$ cat src/rtl/barrier_pkg.sv
package barrier_pkg;
  parameter int PROC_CNT = 4;
  parameter int BAR_CNT  = 4;
  localparam int BAR_W   = (BAR_CNT > 1) ? $clog2(BAR_CNT) : 1;

  // strobes from control to datapath for one cycle
  typedef struct packed {
    logic [BAR_CNT-1:0][PROC_CNT-1:0] arrSet;   // arrivals to record
    logic [BAR_CNT-1:0]               cfgLoad;  // load mask, clear record
    logic [BAR_CNT-1:0]               complete; // flip phase, clear record
    logic [PROC_CNT-1:0]              accept;   // processor arrival accepted
    logic [PROC_CNT-1:0]              dup;      // repeated arrival
  } ctl_t;
endpackage

$ cat src/rtl/barrier_ctrl.sv
module barrier_ctrl
  import barrier_pkg::*;
(
  input  logic [PROC_CNT-1:0]               sigValid,
  input  logic [PROC_CNT*BAR_W-1:0]         sigBar,
  input  logic                              cfgWe,
  input  logic [BAR_W-1:0]                  cfgBar,
  input  logic [BAR_CNT-1:0][PROC_CNT-1:0]  arrState,
  input  logic [BAR_CNT-1:0][PROC_CNT-1:0]  maskState,
  output ctl_t                              ctl
);
  logic [BAR_CNT-1:0][PROC_CNT-1:0] covered;

  always_comb begin
    ctl = '0;
    for (int b = 0; b < BAR_CNT; b++) begin
      ctl.cfgLoad[b] = cfgWe && (cfgBar == BAR_W'(b));
    end
    for (int p = 0; p < PROC_CNT; p++) begin
      for (int b = 0; b < BAR_CNT; b++) begin
        if (sigValid[p] && (sigBar[p*BAR_W +: BAR_W] == BAR_W'(b)) &&
            !ctl.cfgLoad[b] && maskState[b][p]) begin
          if (arrState[b][p]) begin
            ctl.dup[p] = 1'b1;
          end else begin
            ctl.arrSet[b][p] = 1'b1;
            ctl.accept[p]    = 1'b1;
          end
        end
      end
    end
    for (int b = 0; b < BAR_CNT; b++) begin
      covered[b]      = (arrState[b] | ctl.arrSet[b]) & maskState[b];
      ctl.complete[b] = !ctl.cfgLoad[b] && (maskState[b] != '0) &&
                        (covered[b] == maskState[b]);
    end
  end
endmodule

$ cat src/rtl/barrier_dp.sv
module barrier_dp
  import barrier_pkg::*;
(
  input  logic                              clk,
  input  logic                              rstN,
  input  ctl_t                              ctl,
  input  logic [PROC_CNT-1:0]               cfgMask,
  input  logic [PROC_CNT*BAR_W-1:0]         sigBar,
  input  logic [PROC_CNT-1:0]               waitValid,
  input  logic [PROC_CNT*BAR_W-1:0]         waitBar,
  output logic [BAR_CNT-1:0][PROC_CNT-1:0]  arrState,
  output logic [BAR_CNT-1:0][PROC_CNT-1:0]  maskState,
  output logic [PROC_CNT-1:0]               waitRelease,
  output logic [BAR_CNT-1:0]                doneBcast,
  output logic [PROC_CNT-1:0]               dupErr
);
  logic [BAR_CNT-1:0]                phaseQ;
  logic [PROC_CNT-1:0][BAR_CNT-1:0]  capQ;

  for (genvar b = 0; b < BAR_CNT; b++) begin : g_bar
    always_ff @(posedge clk) begin
      if (!rstN) begin
        maskState[b] <= '0;
        arrState[b]  <= '0;
        phaseQ[b]    <= 1'b0;
      end else if (ctl.cfgLoad[b]) begin
        maskState[b] <= cfgMask;
        arrState[b]  <= '0;
      end else if (ctl.complete[b]) begin
        arrState[b]  <= '0;
        phaseQ[b]    <= ~phaseQ[b];
      end else begin
        arrState[b]  <= arrState[b] | ctl.arrSet[b];
      end
    end
  end

  for (genvar p = 0; p < PROC_CNT; p++) begin : g_proc
    logic [BAR_W-1:0] sigIdx;
    logic [BAR_W-1:0] waitIdx;
    assign sigIdx  = sigBar[p*BAR_W +: BAR_W];
    assign waitIdx = waitBar[p*BAR_W +: BAR_W];

    always_ff @(posedge clk) begin
      if (!rstN) begin
        capQ[p] <= '0;
      end else if (ctl.accept[p]) begin
        capQ[p][sigIdx] <= phaseQ[sigIdx];
      end
    end

    assign waitRelease[p] = waitValid[p] && (phaseQ[waitIdx] != capQ[p][waitIdx]);
  end

  always_ff @(posedge clk) begin
    if (!rstN) begin
      doneBcast <= '0;
      dupErr    <= '0;
    end else begin
      doneBcast <= ctl.complete;
      dupErr    <= ctl.dup;
    end
  end
endmodule

$ cat src/rtl/barrier_unit.sv
module barrier_unit
  import barrier_pkg::*;
(
  input  logic                       clk,
  input  logic                       rstN,
  input  logic                       cfgWe,
  input  logic [BAR_W-1:0]           cfgBar,
  input  logic [PROC_CNT-1:0]        cfgMask,
  input  logic [PROC_CNT-1:0]        sigValid,
  input  logic [PROC_CNT*BAR_W-1:0]  sigBar,
  input  logic [PROC_CNT-1:0]        waitValid,
  input  logic [PROC_CNT*BAR_W-1:0]  waitBar,
  output logic [PROC_CNT-1:0]        waitRelease,
  output logic [BAR_CNT-1:0]         doneBcast,
  output logic [PROC_CNT-1:0]        dupErr
);
  ctl_t                              ctl;
  logic [BAR_CNT-1:0][PROC_CNT-1:0]  arrState;
  logic [BAR_CNT-1:0][PROC_CNT-1:0]  maskState;

  barrier_ctrl u_ctrl (
    .sigValid  (sigValid),
    .sigBar    (sigBar),
    .cfgWe     (cfgWe),
    .cfgBar    (cfgBar),
    .arrState  (arrState),
    .maskState (maskState),
    .ctl       (ctl)
  );

  barrier_dp u_dp (
    .clk         (clk),
    .rstN        (rstN),
    .ctl         (ctl),
    .cfgMask     (cfgMask),
    .sigBar      (sigBar),
    .waitValid   (waitValid),
    .waitBar     (waitBar),
    .arrState    (arrState),
    .maskState   (maskState),
    .waitRelease (waitRelease),
    .doneBcast   (doneBcast),
    .dupErr      (dupErr)
  );
endmodule

$ cat config.mk
export PLATFORM = sky130hd
export DESIGN_NAME = barrier_unit
export DESIGN_NICKNAME = d
export VERILOG_FILES = /design/src/rtl/barrier_pkg.sv /design/src/rtl/barrier_ctrl.sv /design/src/rtl/barrier_dp.sv /design/src/rtl/barrier_unit.sv
export SDC_FILE = /design/constraint.sdc
export NUM_CORES = 1
export LEC_CHECK = 0
export ABC_AREA = 1
export BUFFER_PORTS_ARGS = -buffer_cell sky130_fd_sc_hd__buf_2
export CORE_MARGIN = 3
export CORE_UTILIZATION = 62
export DETAILED_ROUTE_END_ITERATION = 16
export GPL_TIMING_DRIVEN = 0
export PLACE_DENSITY = 0.95
export SLEW_MARGIN = 20
export SYNTH_ARGS = -nofsm -noshare
export SYNTH_HDL_FRONTEND = slang
export SYNTH_SLANG_ARGS = --single-unit
$ cat constraint.sdc
create_clock -name clk -period 2.6 [get_ports clk]
set_input_delay 0.65 -clock clk [delete_from_list [all_inputs] [get_ports clk]]
set_output_delay 0.65 -clock clk [all_outputs]
set_load 0.1 [all_outputs]
Word level (Yosys, flattened, before mapping)
Cells that the tools add are included.

Bits in registers: 60. Input port bits: 33. Word-level logic and storage cells: 283.

Order comparisons: 12. Equal/unequal tests: 23. Muxes and demuxes: 124. Bitwise operators: 17. Reductions and logical operators: 89.

Operators by type and width (number): $mux 1 (104); $logic_and 1x1->1 (68); $bmux 1 s2 (12); $lt 2x3->1 const B (8); $eq 2x2->1 const B (10); $and 4x4->4 (4); $bwmux 4 (4); $eq 4x4->1 (4); $or 4x4->4 (4); $reduce_bool 4->1 (4); $reduce_or 3->1 (4); $eq 2x1->1 const B (5); $logic_not 2->1 (5); $not 1->1 (9); $demux 1 s2 (4); $ge 2x1->1 const B (4); $reduce_and 2->1 (4); $logic_not 1->1 (4); $ne 1x1->1 (4).

Longest topological paths before layout
Depth in word-level cells: 12. Depth in mapped cells: 10.

Modules after synthesis
Synthesis repeated with hierarchy kept, for this count alone.

Cell total of the unflattened synthesis: 591. Area, all modules: 3487.1 µm².

Modules (own cells, without submodules): barrier_dp (times used 1, cells each 396, area an instance 2622.5 µm², sequential area each 1201.2 µm²); barrier_ctrl (times used 1, cells each 195, area an instance 864.6 µm², sequential area each 0.0 µm²).

Least setup slack after synthesis
No wires, ideal clock.

Path type: input to output. Start: in waitBar[0]. End: out waitRelease[0]. Arrival: 3000 ps. Data required time: 1950 ps. Slack: -1050 ps. Stages: 3. Cell sequence: a21oi_1 > o21ai_0 > a21boi_0.

Longest elaborated chain between the ends: 4.

Ends and longest elaborated chain: start, declared (RTL line barrier_unit.sv:12) `input logic [PROC_CNT*BAR_W-1:0] waitBar,`; $bmux 1 s2 (RTL line barrier_dp.sv:52) `assign waitRelease[p] = waitValid[p] && (phaseQ[waitIdx] != capQ[p][waitIdx]);`; $mux 1 (not written as such) (RTL line barrier_dp.sv:52); $ne 1x1->1 (*) (RTL line barrier_dp.sv:52); $logic_and 1x1->1 (*) (RTL line barrier_dp.sv:52); end, declared (RTL line barrier_unit.sv:13) `output logic [PROC_CNT-1:0] waitRelease,`.

Mark *: on every way between the ends. The rest lies on a longest branch, timed or not. The select of a mux whose other input is x is not followed.

Final worst setup path
Start: reg u_dp.phaseQ[2]. End: out waitRelease[2].

Longest elaborated chain between the ends: 4.

Ends and longest elaborated chain: start, declared (RTL line barrier_dp.sv:17) `logic [BAR_CNT-1:0] phaseQ;`; start signal, assigned by index (RTL line barrier_dp.sv:31) `phaseQ[b] <= ~phaseQ[b];`; $bmux 1 s2 (RTL line barrier_dp.sv:52); $mux 1 (not written as such) (RTL line barrier_dp.sv:52); $ne 1x1->1 (RTL line barrier_dp.sv:52); $logic_and 1x1->1 (RTL line barrier_dp.sv:52).

No other way between the ends. The select of a mux whose other input is x is not followed.

==> summary.txt <==
Global routing
  • First-pass GRT wire length: 14400 um
  • Largest net degree at the start of global routing: 11
  • Grt total ovfl: 0
  • Vias in the first global route: 3254
  • Overall routing resource usage: 30.4%
  • Initial antenna violation count: 0

Timing
  • Fmax: 398 MHz
  • RSZ-0062 raised after global routing: no
  • Clock skew: 5.72 ps
  • Crit share post-route: 96.7%
  • Endpoints failing setup: 0
  • Final hold violations: 0
  • Fin crit period: 2520 ps
  • Setup slack after layout: 84.8 ps
  • TNS Setup: 0 ps
  • Slew Viols, Final: 0
  • Worst-margin pin slew: 630 ps
  • Slew Limit Headroom: 58.0%

Clock network
  • Clock Tree Buf Depth: 2
  • CTS resizes: 0
  • Clock transition at path regs: 70 ps
  • CTS buffer count: 9
  • CTS tree: yes
  • Setup Buffers After CTS: 0
  • Worst-Skew Late Latency: 350 ps
  • H-tree levels: 3
  • Clock sinks: 60
  • Post-CTS Hold Fix Bufs: 0
  • CTS root buf: clkbuf_8

Critical path
  • CP max FO: 9
  • Crit path max-delay cell type: buf_2
  • CP endpoint kind: primary output
  • Crit path buffers/inverters: 2
  • RR Startpoint: u_dp.phaseQ[3]
  • Critical path required time: 1950 ps
  • Critical-path cell list: buf_2, xor2_1, o211ai_1, a21boi_2, buf_2
  • Most frequent CP cell: buf_2
  • Crit-path max cell delay: 430 ps
  • CP Launch Type: flip-flop
  • CP Class: flip-flop to primary output
  • CP top delay family: buffers and inverters
  • Crit. Startpoint: u_dp.phaseQ[2]
  • Worst Path Arrival: 1870 ps

Logic synthesis
  • Post-Synthesis Cells: 479
  • Post-Syn Area per Cell: 6.80 um^2
  • Synth cell types: 32
  • Cell Area, Synth: 3260 um^2
  • Syn nets: 512
  • Synth Warn #: 0
  • Seq/Total Area, Yosys: 36.9%
  • #FFs+latches synth: 60

Floorplan
  • Total die area: 6160 um^2
  • Chip height: 78.5 um
  • I/O Pins: 45
  • Die Wd: 78.5 um
  • Row count: 25
  • Core box area: 4910 um^2
  • Starting Density: 66.4%

Hold path
  • Hold_sp: u_dp.capQ[2]
  • Min-delay worst type: flip-flop to flip-flop

Power
  • Max IR drop VDD: 378 uV
  • Internal power: 1.47 mW
  • Clock power frac: 37.2%
  • Logic pwr share: 18.0%
  • Total power divided by cell area: 564 nW/um^2
  • P_sw: 0.645 mW
  • Sequential Power Share: 44.9%
  • Pleak: 1.60 nW
  • Switching share of total power: 30.5%

Drt
  • Via count: 3359
  • Antenna viol nets, final: 0
  • First drt pass iteration count: 5
  • Avg Vias per Cell: 5.55
  • Routed WL per cell: 14.6 um
  • Iter 0 DRT Violations: 351
  • Final WL: 8850 um
  • DRC violations left: 0

Cells and area
  • Reg area: 1200 um^2
  • Layout cell share with drive strength beyond 1: 20.4%
  • Fillers: 354
  • Area grow syn2layout: 15.3%
  • Diode count: 0
  • Multi-input gate area: 1760 um^2
  • Fin nets: 566
  • Most frequent cells in the layout: nand2_1, dfxtp_1, nor2_1
  • Most common cell after layout, fill and taps aside: nand2_1

Outcome
  • Outcome: finished clean

Placed design
  • Final GP Congestion: 0.940
  • Place WS: 360 ps
  • DP HPWL: 6700 um
  • # port buffers: 43

Job
  • Max-cap viol count: 0
[per-layer routing]
metal  part of all wire (%)  vias up  routed length (um)  track usage (%)
met5                      0        -                   0                0
met4                    2.8        0                 252             15.2
met3                    8.7       25                 769             8.03
met2                     50      151                4400             52.4
met1                     39     1544                3430             34.4
li1                       -     1639                   -                -
[worst paths after layout]
path,depth (start not counted),to,slack (ps)
setup / recovery,5,waitRelease[2],80
hold / removal,2,u_dp.capQ[2],470
setup reg to reg,5,u_dp.capQ[7],1000
hold reg to reg,2,u_dp.capQ[2],470
[through the flow]
step	hold WS (ps)	area, um^2	total power [mW]	utilization (%)	instances
after floorplan	435	3270	1.23	-	479
after global routing	479	3760	2.18	76.5	605
after global placement	451	3570	1.33	72.8	589
after detailed placement	453	3570	1.34	72.8	589
after CTS	462	3750	2.11	76.5	605
final	471	3760	2.12	76.5	605
[worst reg2reg max path, delay by kind of cell (launching register included)]
family,cells,cell delay (ps)
AND/OR/NAND/NOR,1,150
buffers and inverters,2,380
flip-flops,1,310
AO/OA/AOI/OAI,2,700
[Yosys cell counts]
cell       number  share of area (%)
a21boi_0        4               0.92
a21oi_1        38                5.8
buf_2           5               0.77
buf_4           1               0.23
buf_6           3                1.0
clkbuf_1        4               0.46
clkinv_1        1               0.12
dfxtp_1        60                 37
inv_1          54                6.2
inv_2           7               0.81
nand2_1       115                 13
nand2_2         5               0.96
nand2_4         3                1.0
nand2b_1        1               0.19
nand3_1        49                7.5
nand3_2         5                1.5
nand3_4         2                1.1
nand4_1         3               0.58
nor2_1         58                6.7
nor2_2         12                2.3
nor2_4          2               0.69
nor3_1          3               0.46
nor3_2          4                1.2
nor3_4          1               0.50
o2111ai_1       3               0.81
o211ai_1        4               0.92
o21a_1          2               0.46
o21ai_0        10                1.5
o21ai_1         3               0.46
o221ai_1        1               0.27
xnor2_1         8                2.1
xor2_1          8                2.1
[cells by family (layout without fill, tap and decap cells)]
family          after synthesis  count (layout)  synth area share [%]
simple gates                263             263                  38.0
buf+inv                      75             134                  9.63
compound gates               65              65                  11.2
flops                        60              60                  36.9
xor+xnor                     16              16                  4.30
[power groups by stage]
stage | Clock [mW] | Sequential, mW | Combinational, mW
finish | 0.787 | 0.951 | 0.380
global route | 0.820 | 0.952 | 0.409
CTS | 0.788 | 0.950 | 0.372
detailed placement | 0 | 0.970 | 0.370
global placement | 0 | 0.969 | 0.358
floorplan | 0 | 0.995 | 0.239
[area by class of cell]
type | instances | area share (%)
Inverter | 62 | 6.19
Sequential cell | 60 | 32.0
Timing Repair Buffer | 43 | 5.79
Clock buffer | 15 | 4.70
Tap cell | 67 | 2.23
Multi-Input combinational cell | 344 | 46.8
Buffer | 13 | 2.16
Clock inverter | 1 | 0.133
[sequential cells by signal, summed over array words and instances, names as in the netlist]
name and flops:
u_dp.arrState 16, u_dp.capQ 16, u_dp.doneBcast 4, u_dp.dupErr 4, u_dp.maskState 16, u_dp.phaseQ 4
No activity file was read; power rests on OpenSTA's default activity.
